[src/rtl/stk_pkg.sv]
package stk_pkg;
  typedef enum logic {
    OP_PUSH = 1'b0,
    OP_POP  = 1'b1
  } stk_op_e;

  typedef enum logic [1:0] {
    ST_IDLE = 2'd0,
    ST_XFER = 2'd1,
    ST_RSP  = 2'd2
  } stk_state_e;
endpackage

[src/rtl/stk_ptr.sv]
module stk_ptr #(
  parameter int PTR_W = 16,
  parameter int STEP = 2,
  parameter logic [PTR_W-1:0] PTR_INIT = 16'hFFFE
) (
  input  logic             clk,
  input  logic             rst_n,
  input  logic             dec_en,
  input  logic             inc_en,
  output logic [PTR_W-1:0] sp,
  output logic             at_empty,
  output logic             at_floor
);
  localparam logic [PTR_W-1:0] STEP_V = PTR_W'(STEP);

  logic [PTR_W-1:0] sp_q;

  always_ff @(posedge clk or negedge rst_n) begin
    if (!rst_n) begin
      sp_q <= PTR_INIT;
    end else if (dec_en) begin
      sp_q <= sp_q - STEP_V;
    end else if (inc_en) begin
      sp_q <= sp_q + STEP_V;
    end
  end

  assign sp       = sp_q;
  assign at_empty = (sp_q == PTR_INIT);
  assign at_floor = (sp_q == '0);

  AST_PTR_EVEN: assert property (@(posedge clk) disable iff (!rst_n)
    sp_q[0] == 1'b0);
  AST_PTR_DEC: assert property (@(posedge clk) disable iff (!rst_n)
    dec_en |=> sp_q == PTR_W'($past(sp_q) - STEP_V));
  AST_PTR_INC: assert property (@(posedge clk) disable iff (!rst_n)
    inc_en |=> sp_q == PTR_W'($past(sp_q) + STEP_V));
  AST_PTR_HOLD: assert property (@(posedge clk) disable iff (!rst_n)
    (!dec_en && !inc_en) |=> $stable(sp_q));
endmodule

[src/rtl/stk_agen.sv]
module stk_agen #(
  parameter int SEG_W = 16,
  parameter int OFF_W = 16,
  parameter int SHIFT = 4,
  parameter int ADDR_W = 20
) (
  input  logic [SEG_W-1:0]  seg,
  input  logic [OFF_W-1:0]  off,
  output logic [ADDR_W-1:0] addr
);
  localparam int BASE_W = SEG_W + SHIFT;
  localparam int SUM_W  = ((BASE_W > OFF_W) ? BASE_W : OFF_W) + 1;

  logic [SUM_W-1:0] base_w;
  logic [SUM_W-1:0] sum_w;

  assign base_w = SUM_W'(seg) << SHIFT;
  assign sum_w  = base_w + SUM_W'(off);

  generate
    if (SUM_W >= ADDR_W) begin : g_trunc
      assign addr = sum_w[ADDR_W-1:0];
    end else begin : g_ext
      assign addr = ADDR_W'(sum_w);
    end
  endgenerate
endmodule

[src/rtl/stk_seq.sv]
module stk_seq
  import stk_pkg::*;
#(
  parameter int BYTE_W = 8,
  parameter int NBYTES = 2,
  parameter int PTR_W = 16,
  parameter int SEG_W = 16
) (
  input  logic                     clk,
  input  logic                     rst_n,
  input  logic                     cmd_valid,
  output logic                     cmd_ready,
  input  logic                     cmd_op,
  input  logic [NBYTES*BYTE_W-1:0] cmd_data,
  input  logic [SEG_W-1:0]         seg_base,
  input  logic [PTR_W-1:0]         sp,
  input  logic                     at_empty,
  input  logic                     at_floor,
  output logic                     dec_en,
  output logic                     inc_en,
  output logic [SEG_W-1:0]         seg_cur,
  output logic [PTR_W-1:0]         off_cur,
  output logic                     mem_valid,
  input  logic                     mem_ready,
  output logic                     mem_we,
  output logic [BYTE_W-1:0]        mem_wdata,
  input  logic [BYTE_W-1:0]        mem_rdata,
  output logic                     rsp_valid,
  input  logic                     rsp_ready,
  output logic [NBYTES*BYTE_W-1:0] rsp_data,
  output logic                     rsp_ovf,
  output logic                     rsp_unf,
  output logic                     busy
);
  localparam int WORD_W = NBYTES * BYTE_W;
  localparam int BEAT_W = (NBYTES > 1) ? $clog2(NBYTES) : 1;
  localparam logic [BEAT_W-1:0] LAST_BEAT = BEAT_W'(NBYTES - 1);
  localparam logic [PTR_W-1:0] STEP_V = PTR_W'(NBYTES);

  stk_state_e        state_q;
  stk_op_e           op_q;
  logic [WORD_W-1:0] word_q;
  logic [WORD_W-1:0] rd_q;
  logic [SEG_W-1:0]  seg_q;
  logic [PTR_W-1:0]  off_q;
  logic [BEAT_W-1:0] beat_q;
  logic              ovf_q;
  logic              unf_q;
  logic              accept;
  logic              beat_done;

  assign cmd_ready = (state_q == ST_IDLE);
  assign accept    = cmd_valid && cmd_ready;
  assign mem_valid = (state_q == ST_XFER);
  assign beat_done = mem_valid && mem_ready;
  assign rsp_valid = (state_q == ST_RSP);
  assign busy      = (state_q != ST_IDLE);

  assign dec_en = accept && (cmd_op == OP_PUSH);
  assign inc_en = beat_done && (beat_q == LAST_BEAT) && (op_q == OP_POP);

  assign seg_cur   = seg_q;
  assign off_cur   = off_q + PTR_W'(beat_q);
  assign mem_we    = (op_q == OP_PUSH);
  assign mem_wdata = word_q[beat_q*BYTE_W +: BYTE_W];
  assign rsp_data  = (op_q == OP_POP) ? rd_q : word_q;
  assign rsp_ovf   = ovf_q;
  assign rsp_unf   = unf_q;

  always_ff @(posedge clk or negedge rst_n) begin
    if (!rst_n) begin
      state_q <= ST_IDLE;
      op_q    <= OP_PUSH;
      word_q  <= '0;
      rd_q    <= '0;
      seg_q   <= '0;
      off_q   <= '0;
      beat_q  <= '0;
      ovf_q   <= 1'b0;
      unf_q   <= 1'b0;
    end else begin
      case (state_q)
        ST_IDLE: begin
          if (cmd_valid) begin
            op_q   <= stk_op_e'(cmd_op);
            word_q <= cmd_data;
            seg_q  <= seg_base;
            off_q  <= (cmd_op == OP_PUSH) ? (sp - STEP_V) : sp;
            ovf_q  <= (cmd_op == OP_PUSH) && at_floor;
            unf_q  <= (cmd_op == OP_POP) && at_empty;
            beat_q <= '0;
            state_q <= ST_XFER;
          end
        end
        ST_XFER: begin
          if (mem_ready) begin
            if (op_q == OP_POP) begin
              rd_q[beat_q*BYTE_W +: BYTE_W] <= mem_rdata;
            end
            if (beat_q == LAST_BEAT) begin
              state_q <= ST_RSP;
            end else begin
              beat_q <= beat_q + 1'b1;
            end
          end
        end
        ST_RSP: begin
          if (rsp_ready) begin
            state_q <= ST_IDLE;
          end
        end
        default: state_q <= ST_IDLE;
      endcase
    end
  end

  AST_BUSY_BLOCKS_CMD: assert property (@(posedge clk) disable iff (!rst_n)
    busy |-> !cmd_ready);
  AST_FIRST_BEAT_AT_WORD: assert property (@(posedge clk) disable iff (!rst_n)
    accept |=> (mem_valid && off_cur == off_q));
  AST_NEXT_BYTE_ADJACENT: assert property (@(posedge clk) disable iff (!rst_n)
    (beat_done && beat_q != LAST_BEAT) |=> (mem_valid && off_cur == PTR_W'($past(off_cur) + 1'b1)));
  AST_MEM_STALL_STABLE: assert property (@(posedge clk) disable iff (!rst_n)
    (mem_valid && !mem_ready) |=> (mem_valid && $stable(off_cur) && $stable(mem_we) && $stable(mem_wdata)));
  AST_RSP_STALL_STABLE: assert property (@(posedge clk) disable iff (!rst_n)
    (rsp_valid && !rsp_ready) |=> (rsp_valid && $stable(rsp_data) && $stable(rsp_ovf) && $stable(rsp_unf)));
  AST_FLAGS_EXCLUSIVE: assert property (@(posedge clk) disable iff (!rst_n)
    rsp_valid |-> !(rsp_ovf && rsp_unf));
endmodule

[src/rtl/stack_engine.sv]
module stack_engine
  import stk_pkg::*;
#(
  parameter int BYTE_W = 8,
  parameter int NBYTES = 2,
  parameter int PTR_W = 16,
  parameter int SEG_W = 16,
  parameter int SEG_SHIFT = 4,
  parameter int ADDR_W = 20,
  parameter logic [15:0] SP_INIT = 16'hFFFE
) (
  input  logic                     clk,
  input  logic                     rst_n,
  input  logic [SEG_W-1:0]         seg_base,
  input  logic                     cmd_valid,
  output logic                     cmd_ready,
  input  logic                     cmd_op,
  input  logic [NBYTES*BYTE_W-1:0] cmd_data,
  output logic                     mem_valid,
  input  logic                     mem_ready,
  output logic                     mem_we,
  output logic [ADDR_W-1:0]        mem_addr,
  output logic [BYTE_W-1:0]        mem_wdata,
  input  logic [BYTE_W-1:0]        mem_rdata,
  output logic                     rsp_valid,
  input  logic                     rsp_ready,
  output logic [NBYTES*BYTE_W-1:0] rsp_data,
  output logic                     rsp_ovf,
  output logic                     rsp_unf,
  output logic                     busy,
  output logic [PTR_W-1:0]         sp
);
  logic             dec_en;
  logic             inc_en;
  logic             at_empty;
  logic             at_floor;
  logic [SEG_W-1:0] seg_cur;
  logic [PTR_W-1:0] off_cur;

  stk_ptr #(
    .PTR_W(PTR_W), .STEP(NBYTES), .PTR_INIT(PTR_W'(SP_INIT))
  ) u_ptr (
    .clk(clk), .rst_n(rst_n), .dec_en(dec_en), .inc_en(inc_en),
    .sp(sp), .at_empty(at_empty), .at_floor(at_floor)
  );

  stk_seq #(
    .BYTE_W(BYTE_W), .NBYTES(NBYTES), .PTR_W(PTR_W), .SEG_W(SEG_W)
  ) u_seq (
    .clk(clk), .rst_n(rst_n),
    .cmd_valid(cmd_valid), .cmd_ready(cmd_ready), .cmd_op(cmd_op), .cmd_data(cmd_data),
    .seg_base(seg_base), .sp(sp), .at_empty(at_empty), .at_floor(at_floor),
    .dec_en(dec_en), .inc_en(inc_en), .seg_cur(seg_cur), .off_cur(off_cur),
    .mem_valid(mem_valid), .mem_ready(mem_ready), .mem_we(mem_we),
    .mem_wdata(mem_wdata), .mem_rdata(mem_rdata),
    .rsp_valid(rsp_valid), .rsp_ready(rsp_ready), .rsp_data(rsp_data),
    .rsp_ovf(rsp_ovf), .rsp_unf(rsp_unf), .busy(busy)
  );

  stk_agen #(
    .SEG_W(SEG_W), .OFF_W(PTR_W), .SHIFT(SEG_SHIFT), .ADDR_W(ADDR_W)
  ) u_agen (
    .seg(seg_cur), .off(off_cur), .addr(mem_addr)
  );

  AST_UNF_ON_EMPTY_POP: assert property (@(posedge clk) disable iff (!rst_n)
    (cmd_valid && cmd_ready && cmd_op && sp == PTR_W'(SP_INIT)) |=> rsp_unf);
  AST_OVF_ON_FLOOR_PUSH: assert property (@(posedge clk) disable iff (!rst_n)
    (cmd_valid && cmd_ready && !cmd_op && sp == '0) |=> rsp_ovf);
  AST_ADDR_STALL_STABLE: assert property (@(posedge clk) disable iff (!rst_n)
    (mem_valid && !mem_ready) |=> $stable(mem_addr));
endmodule

[config.mk]
export PLATFORM = sky130hd
export DESIGN_NAME = stack_engine
export DESIGN_NICKNAME = d
export VERILOG_FILES = /design/src/rtl/stk_pkg.sv /design/src/rtl/stk_ptr.sv /design/src/rtl/stk_agen.sv /design/src/rtl/stk_seq.sv /design/src/rtl/stack_engine.sv
export SDC_FILE = /design/constraint.sdc
export NUM_CORES = 1
export LEC_CHECK = 0
export ABC_AREA = 1
export BUFFER_PORTS_ARGS = -buffer_cell sky130_fd_sc_hd__buf_2
export CAP_MARGIN = 20
export CORE_MARGIN = 2
export CORE_UTILIZATION = 30
export CTS_CLUSTER_SIZE = 20
export DETAILED_ROUTE_END_ITERATION = 6
export PLACE_DENSITY = 0.57
export SLEW_MARGIN = 10
export SYNTH_ARGS = -nofsm -noshare
export SYNTH_HDL_FRONTEND = slang
export SYNTH_HIERARCHICAL = 1
export SYNTH_SLANG_ARGS = --single-unit
[constraint.sdc]
create_clock -name clk -period 2.67 [get_ports clk]
set_input_delay 0.1335 -clock clk [delete_from_list [all_inputs] [get_ports clk]]
set_output_delay 0.1335 -clock clk [all_outputs]
set_load 0.005 [all_outputs]
==> results.yml, run 1 <==
outcome:
  status: "finished with violations"
  violations: "negative setup slack"
floorplanning:
  die_width_um: 146
  io_pins: 113
  core_um2: 19600
  start_util_pct: 30.8
  die_area_um2: 21300
  std_cell_rows: 51
  die_y_um: 146
clock_network:
  clk_latency_ns: 0.35
  clkTransAtPathRegs_ns: 0.06
  tritoncts: "built"
  cts_root_buf: "clkbuf_16"
  clkSinkCount: 85
  clk_path_buf_depth: 2
  cts_htree_levels: 3
  numCtsBuffers: 9
finish:
  fillers: 2118
  fin_cells: 1289
  drive_gt1_share_pct: 24.1
  nets: 1095
  final_common_cell: "nand2_1"
  multiInputGateArea_um2: 3480
  mostFrequentLayoutCells: "332 x nand2_1, 113 x inv_1, 110 x buf_2"
  syn2layout_area_growth_pct: 27.3
  insertedDiodeCount: 0
  ff_latch_area_um2: 2150
yosys:
  synth_cell_types: 40
  synth_nets: 947
  synth.avg_cell_area_um2: 6.94
  synth-seq-cells: 85
  ys_seq_area_share_pct: 35.5
  netlist_area_um2: 6040
  synth_cells: 871
  yosysWarnings: 6
global_route:
  grt-ovfl-total: 0
  grt_max_degree: 72
  antenna_found_initial: 0
  grt_pass1_vias: 5757
  grt_usage_pct: 16.2
  grt_pass1_wl_um: 28200
timing:
  fmax_ghz: 0.344
  fin_skew_ns: 0.0108
  worst_slack_ns: -0.241
  slew_headroom_pct: 37.3
  period_share_pct: 109
  slew_viol_final: 0
  rsz0062_at_grt: "yes"
  finalSetupViolations: 12
  final-hold-violation-count: 0
  fin_crit_ns: 2.91
  worstMarginPinSlew_ns: 0.941
power:
  peakVddDrop_v: 0.000357
  powerDensity_nw_per_um2: 1150
  total_power_mw: 8.87
  leakage_nw: 4.14
place:
  hpwl_um: 12500
  dp_cells: 1234
  place.gp.congestion: 0.885
  portBuffers: 111
setup_path:
  path_max_fanout: 4
  critPathArrivalTime_ns: 2.78
  rrSetupSlack_ns: 0.40
  worstPathRequired_ns: 2.54
  crit_type: "flop to primary output"
  cp-start-kind: "flop"
  critPathCaptureType: "primary output"
detailed_routing:
  wl_per_cell_um: 13.1
  viasPerCell: 4.40
  route.met3.wl_um: 433
  drc_errors: 0
  wl_met1_um: 8040
  postRouteAntennaNets: 0
  firstDrtPassIters: 4
  vias: 5666
  routed_wl_um: 16800
  drt_iter0_markers: 283
  wl_met2_um: 8000
  highest_layer: "met4"
run:
  cap_violations: 0
hold_path:
  hold_class: "input pin to flop"
==> power by group <==
| part | internal, mW | switching (mW) |
|---|---|---|
| Sequential | 1.94 | 0.668 |
| Combinational | 2.15 | 2.91 |
| Clock | 0.640 | 0.559 |
==> stage by stage <==
stage	hold slack (ns)	utilization (%)	setup WS, ns	instance area [µm²]	setup TNS, ns
2_1_floorplan	-0.162	-	0.165	6040	0
3_3_place_gp	0.331	35.1	0.0638	6880	0
3_5_place_dp	0.335	35.1	0.0203	6880	0
4_1_cts	0.000158	38.7	-0.318	7580	-3.19
5_1_grt	0.0137	39.3	-0.463	7690	-4.56
6_report	0.0203	39.3	-0.241	7690	-1.84
==> timing repair <==
item,4_1_cts,5_1_grt
buffers inserted,7,5
endpoints found under the setup margin,13,14
hold buffers,27,0
pin swaps,17,23
cloned,0,0
resized for setup,25,17
endpoints found under the hold margin,92,0
==> synthesized netlist by cell type, drive strengths merged <==
library cell	instances	share of area, %
a21oi	18	1.5
a22o	1	0.15
a31oi	2	0.21
and2	2	0.25
buf	19	2.1
clkbuf	5	0.31
conb	1	0.062
dfrtp	70	29
dfstp	15	6.5
fa	2	0.66
ha	28	5.8
inv	118	7.3
nand2	360	23
nand3	46	4.1
nand3b	4	0.50
nand4	10	1.0
nor2	60	4.3
nor3	6	0.93
nor3b	1	0.21
nor4	4	0.41
o21ai	60	6.0
o21bai	1	0.12
o32ai	1	0.15
or2	3	0.31
xnor2	11	1.6
xor2	23	3.3
==> cell type report <==
type | instances | share of cell area (%)
clock buffers | 10 | 2.98
clock inverters | 6 | 0.634
inverters | 118 | 5.76
multi-input cells | 644 | 45.2
flip-flops and latches | 85 | 27.9
well taps | 265 | 4.31
repair buffers | 161 | 13.2
==> sequential cells by signal, indices dropped and copies added, names as in the netlist <==
signal,count
u_seq/off_q,16
u_seq/rd_q,16
u_seq/seg_cur,16
u_seq/word_q,16
u_ptr/sp,15
u_seq/state_q,2
u_seq/beat_q,1
u_seq/op_q,1
u_seq/rsp_ovf,1
u_seq/rsp_unf,1
==> final timing paths <==
check	startpoint	end	cells after the start
setup / recovery	u_seq/off_q[0]	mem_addr[17]	17
setup reg to reg	u_seq/state_q[1]	u_ptr/sp[14]	13
max in group asynchronous	rst_n	u_ptr/sp[9]	3
min in group asynchronous	rst_n	u_seq/word_q[4]	2
hold reg to reg	u_seq/rd_q[12]	u_seq/rd_q[12]	2
hold / removal	seg_base[8]	u_seq/seg_cur[8]	3
==> metal layers <==
metal / GRT usage (%) / vias to the layer above
met3: 1.44 / 21
met1: 21.2 / 2546
met4: 6.42 / 0
li1: - / 3005
met5: 0 / -
met2: 27.8 / 94
==> critical path, stage by stage (launching register included) <==
cell and delay, ns:
dfrtp_1 0.39, ha_4 0.18, buf_6 0.10, nand3_4 0.08
nor3_4 0.26, nand2_2 0.10, nor2_2 0.13, xor2_1 0.19
ha_1 0.30, nand2_1 0.10, inv_2 0.04, nand2_1 0.07
nand2_2 0.06, a21oi_2 0.15, nand2_1 0.06, nand2_1 0.05
nand2_1 0.06, buf_2 0.12
==> logic make-up after synthesis <==
family,Yosys count,share of synthesized area (%)
AOI/OAI and AO/OA,83,8.08
xor gates and xnor gates,34,4.93
and+or+nand+nor,496,35.2
other,1,0.0621
DFF,85,35.5
adders and majority gates,30,6.46
buffers and inverters,142,9.76
Note: power is estimated with default switching activity, not from simulation.
==> inputs of run 2 (changes only) <==
Settings changed: PLACE_DENSITY 0.57 to 0.58, SYNTH_HIERARCHICAL 1 to unset.
==> run 2 against run 1 <==
Compared with the run above: the run now ends clean; worst setup slack better by 0.66 ns; first-iteration DRC count grew 16%; clock power grew 6%; critical path depth shrank 7; non-clock buffer count down 27; hold slack worse by 0.011 ns; die area down 14%; combinational power fell by 29%; critical path type unchanged; largest power group unchanged.
==> results.yml, run 2 <==
outcome:
  status: "finished, final reports clean"
place:
  portBuffers: 111
  place.gp.congestion: 0.903
  dp_cells: 1017
  hpwl_um: 11200
floorplanning:
  core_um2: 16700
  die_width_um: 135
  start_util_pct: 30.8
  die_y_um: 135
  io_pins: 113
  die_area_um2: 18200
  std_cell_rows: 47
detailed_routing:
  drt_iter0_markers: 328
  postRouteAntennaNets: 0
  wl_per_cell_um: 14.2
  viasPerCell: 4.65
  vias: 4884
  firstDrtPassIters: 5
  routed_wl_um: 14900
  drc_errors: 0
setup_path:
  slowest_delay_ns: 0.43
  cp-start-kind: "flop"
  path_max_fanout: 3
  cp_slowest_cell: "fa_1"
  critPathMostFrequentCell: "nand2_1"
  path_cells: "ha_1 -> fa_1 -> nand2_1 -> nand2_1 -> and2_1 -> nand4_1 -> nand3_1 -> nand2_1 -> nand2_1 -> buf_2"
  reg2reg_depth: 7
  critPathCaptureType: "primary output"
  critPathArrivalTime_ns: 2.12
  worstPathRequired_ns: 2.54
  crit_type: "flop to primary output"
yosys:
  synth_nets: 775
  synthXorXnorAreaFrac_pct: 2.04
  yosys.area_share.adder_pct: 3.79
  synth-seq-cells: 84
  yosysMostFrequentCell: "nand2_1"
  ys_seq_area_share_pct: 41.2
  ys_top_cells_by_count: "286 x nand2_1, 69 x dfrtp_1, 53 x inv_1"
  yosysWarnings: 0
  synth_cells: 714
  synth-simple-area-share_pct: 32.7
  synth_edf_count: 0
  synth-main-ff-cell: "dfrtp_1"
  synth_mux_area_share_pct: 0
  netlist_area_um2: 5140
  synthArstFlopShare_pct: 100
  ys_top_cells_by_area: "dfrtp_1 34%, nand2_1 21%, dfstp_2 7.7%"
  yosys.area.top_type: "dfrtp_1"
  synth.avg_cell_area_um2: 7.20
  synth_top_family_by_area: "simple AND/OR/NAND/NOR gates"
  synth_compound_area_share_pct: 11.7
  synth_cell_types: 44
  synth_top_area_share_pct: 33.6
finish:
  drive_gt1_share_pct: 20.7
  syn2layout_area_growth_pct: 22.4
  fillers: 1813
  nets: 886
  mostFrequentLayoutCells: "286 x nand2_1, 110 x buf_2, 69 x dfrtp_1"
  fin_cells: 1050
  insertedDiodeCount: 0
  final_common_cell: "nand2_1"
clock_network:
  cts_htree_levels: 3
  numCtsBuffers: 9
  clkTransAtPathRegs_ns: 0.06
  cts_root_buf: "clkbuf_16"
  clk_latency_ns: 0.34
  clk_path_buf_depth: 2
  clkSinkCount: 84
  tritoncts: "built"
  cts_resized: 0
run:
  cap_violations: 0
global_route:
  grt_max_degree: 52
  grt-ovfl-total: 0
  grt_pass1_wl_um: 24100
  grt_pass1_vias: 4715
  grt_usage_pct: 16.7
  antenna_found_initial: 0
power:
  clockPowerShare_pct: 17.4
  peakVddDrop_v: 0.000459
  seq_power_share_pct: 33.1
  leakage_nw: 3.34
  p_sw_share_pct: 44.3
  total_power_mw: 7.26
  p_int_mw: 4.04
  powerDensity_nw_per_um2: 1150
  switching_power_mw: 3.22
  p_comb_share_pct: 49.4
timing:
  period_share_pct: 84.3
  rsz0062_at_grt: "no"
  fin_crit_ns: 2.25
  fin_skew_ns: 0.00792
  slew_viol_final: 0
  fin_setup_tns_ns: 0
  fmax_ghz: 0.444
  finalSetupViolations: 0
  final-hold-violation-count: 0
hold_path:
  hold_class: "input pin to flop"
  hold_depth: 3
run 2: cell types whose count changed after synthesis, sizes merged, moves of 10 or more:
cell and delta:
o211ai +14, ha -14, nand2 -68, xnor2 -10, inv -59, xor2 -12
run 2: kinds of logic (layout without fill, tap and decap cells):
group,count (synthesis),after routing
xor+xnor,12,12
other cells,1,1
flops,84,84
buf+inv,94,210
compound gates,105,105
fa+ha+maj,15,15
simple gates,403,403
run 2: layout make-up:
type	count	area, µm²	area share [%]
multi-input cells	536	2590	41.2
flip-flops and latches	84	2120	33.7
inverters	60	228	3.62
well taps	220	275	4.37
clock buffers	12	246	3.91
clock inverters	4	48.8	0.775
repair buffers	134	786	12.5
run 2: power groups by stage:
stage / Combinational, mW / Sequential (mW) / Clock (mW)
floorplan: 2.52 / 2.20 / 0
global placement: 3.57 / 2.42 / 0
detailed placement: 3.59 / 2.42 / 0
CTS: 3.63 / 2.41 / 1.30
global route: 4.11 / 2.49 / 1.35
finish: 3.59 / 2.41 / 1.27
run 2: worst max-delay path, delay by kind of cell (launching register included):
family,cells,cell delay (ns)
flip-flops,1,0.38
adder cells (fa/ha/maj),2,0.66
buffers and inverters,1,0.12
AND/OR/NAND/NOR,7,0.63
run 2: final timing paths:
| kind | startpoint | slack, ns | end |
|---|---|---|---|
| max | u_seq.seg_cur[0] | 0.42 | mem_addr[16] |
| min | cmd_data[7] | 0.01 | u_seq.word_q[7] |
| max reg2reg | u_seq.state_q[1] | 0.78 | u_ptr.sp[4] |
| min reg2reg | u_seq.rsp_ovf | 0.48 | u_seq.rsp_ovf |
| max in group asynchronous | rst_n | 1.70 | u_ptr.sp[2] |
| min in group asynchronous | rst_n | 0.29 | u_seq.off_q[8] |
run 2: what timing repair did:
action,CTS,global route
endpoints found under the setup margin,0,0
hold endpoints to repair,44,0
setup buffers,0,0
hold buffers,17,0
run 2: per-layer routing:
layer / vias to the layer above / track usage [%] / wire length, µm
li1: 2509 / - / -
met2: 111 / 25.1 / 6500
met4: 0 / 6.13 / 225
met3: 15 / 2.63 / 652
met5: - / 0 / 0
met1: 2249 / 24.3 / 7570
run 2: stage by stage:
step	hold WS, ns	setup slack (ns)	cell area (µm²)	utilization [%]
after floorplan	-0.162	1.02	5140	-
after global placement	0.122	0.803	5830	34.9
after global routing	0.00656	0.244	6300	37.7
after CTS	0.000809	0.418	6300	37.7
final	0.00965	0.420	6300	37.7
after detailed placement	0.121	0.751	5830	34.9
==> inputs of run 3 (changes only) <==
Clock period 2.67 ns to 2.35 ns, I/O delays scaled along.
==> run 3 against run 2 <==
Compared with the run above: cell count up 1.7%; die area unchanged; non-clock buffer count grew 18; global-route usage increased by 0.34 points; worst setup slack worse by 0.25 ns; core utilization increased by 1.0 points; count of clock-buffer cells in the layout down 3; critical path depth is 2 lower; combinational power increased by 15%; sequential cell count is the same; largest power group unchanged; highest routed layer unchanged.
==> results.yml, run 3 (same netlist as run 2, synthesis figures left out) <==
outcome:
  status: "finished, final reports clean"
floorplanning:
  io_pins: 113
  start_util_pct: 30.8
  die_width_um: 135
  std_cell_rows: 47
  core_um2: 16700
  die_area_um2: 18200
  die_y_um: 135
finish:
  multiInputGateArea_um2: 2600
  syn2layout_area_growth_pct: 25.7
  insertedDiodeCount: 0
  final_common_cell: "nand2_1"
  drive_gt1_share_pct: 21.0
  nets: 904
  mostFrequentLayoutCells: "286 x nand2_1, 110 x buf_2, 69 x dfrtp_1"
  fillers: 1775
  ff_latch_area_um2: 2120
timing:
  period_share_pct: 92.9
  fin_skew_ns: 0.00672
  final-hold-violation-count: 0
  slew_headroom_pct: 66.6
  fin_setup_tns_ns: 0
  fin_crit_ns: 2.18
  hold_slack_ns: 0.0274
  rsz0062_at_grt: "no"
  worstMarginPinSlew_ns: 0.501
  finalSetupViolations: 0
  fmax_ghz: 0.458
  slew_viol_final: 0
setup_path:
  path_max_fanout: 4
  cp-start-kind: "flop"
  cp_slowest_cell: "dfrtp_1"
  worstPathRequired_ns: 2.23
  crit_type: "flop to primary output"
  slowest_delay_ns: 0.40
  critPathCaptureType: "primary output"
  critPathArrivalTime_ns: 2.07
  path_cells: "ha_1 -> a21oi_1 -> o21ai_0 -> a21oi_1 -> nand2_1 -> nand2_1 -> nand2_1 -> buf_2"
  critPathMostFrequentCell: "nand2_1"
clock_network:
  clkSinkCount: 84
  clk_path_buf_depth: 2
  numCtsBuffers: 9
  tritoncts: "built"
  cts_root_buf: "clkbuf_16"
  clkTransAtPathRegs_ns: 0.07
  cts_htree_levels: 3
  clk_latency_ns: 0.35
power:
  powerDensity_nw_per_um2: 1280
  leakage_nw: 3.41
  peakVddDrop_v: 0.000415
detailed_routing:
  postRouteAntennaNets: 0
  drc_errors: 0
  routed_wl_um: 15400
  viasPerCell: 4.67
  drt_iter0_markers: 420
  vias: 4987
  firstDrtPassIters: 5
  wl_per_cell_um: 14.4
place:
  place.gp.congestion: 0.885
  portBuffers: 111
  hpwl_um: 11400
global_route:
  grt_max_degree: 49
  grt_usage_pct: 17.1
  grt_pass1_wl_um: 24500
  grt_pass1_vias: 4708
  antenna_found_initial: 0
  grt-ovfl-total: 0
hold_path:
  hold_class: "input pin to flop"
run:
  cap_violations: 0
## run 3: final cells by class
type | count | share of cell area [%]
tap | 220 | 4.26
clock buffer | 9 | 3.48
sequential | 84 | 32.8
inverter | 60 | 3.52
timing repair buffer | 152 | 14.9
multi-input combinational | 536 | 40.2
clock inverter | 7 | 0.890
## run 3: final timing paths
| path | from | end | slack, ns | cells after the start |
|---|---|---|---|---|
| worst min register to register | u_seq.rsp_ovf | u_seq.rsp_ovf | 0.49 | 2 |
| max in group asynchronous | rst_n | u_ptr.sp[5] | 1.38 | 3 |
| min in group asynchronous | rst_n | u_seq.seg_cur[5] | 0.29 | 2 |
| worst max-delay path | u_seq.off_q[14] | mem_addr[19] | 0.17 | 8 |
| worst min-delay path | mem_rdata[7] | u_seq.rd_q[7] | 0.03 | 3 |
| worst max register to register | u_seq.state_q[1] | u_seq.off_q[11] | 0.54 | 6 |
## run 3: per-layer routing
layer,share of wire (%),track usage (%)
met5,0,0
met4,1.8,5.56
met3,4.9,3.00
met2,44,25.8
met1,49,24.7
## run 3: per-stage QoR
stage	utilization, %	worst slack, ns	power (mW)	instances	area [µm²]
floorplan	-	0.715	5.36	714	5140
global placement	35.0	0.492	6.83	1018	5840
detailed placement	35.0	0.476	6.86	1018	5840
CTS	38.6	0.0970	8.33	1067	6450
global route	38.7	0.0131	9.02	1068	6470
finish	38.7	0.166	8.28	1068	6470
## run 3: worst max-delay path, delay by kind of cell (launching register included)
kind | cells | cell delay [ns]
adder cells (fa/ha/maj) | 1 | 0.35
AO/OA/AOI/OAI | 3 | 0.68
buffers and inverters | 1 | 0.12
AND/OR/NAND/NOR | 3 | 0.18
flip-flops | 1 | 0.40
## run 3: power by group
| group | switching (mW) | internal, mW | leakage, nW |
|---|---|---|---|
| sequential | 0.608 | 2.14 | 1.03 |
| combinational | 2.50 | 1.63 | 2.24 |
| clock | 0.668 | 0.733 | 0.134 |
## run 3: repair_timing
| item | CTS | global route |
|---|---|---|
| gates resized for setup | 0 | 2 |
| hold buffers | 33 | 0 |
| buffers inserted | 0 | 1 |
| endpoints found under the hold margin | 62 | 0 |
| endpoints found under the setup margin | 0 | 3 |
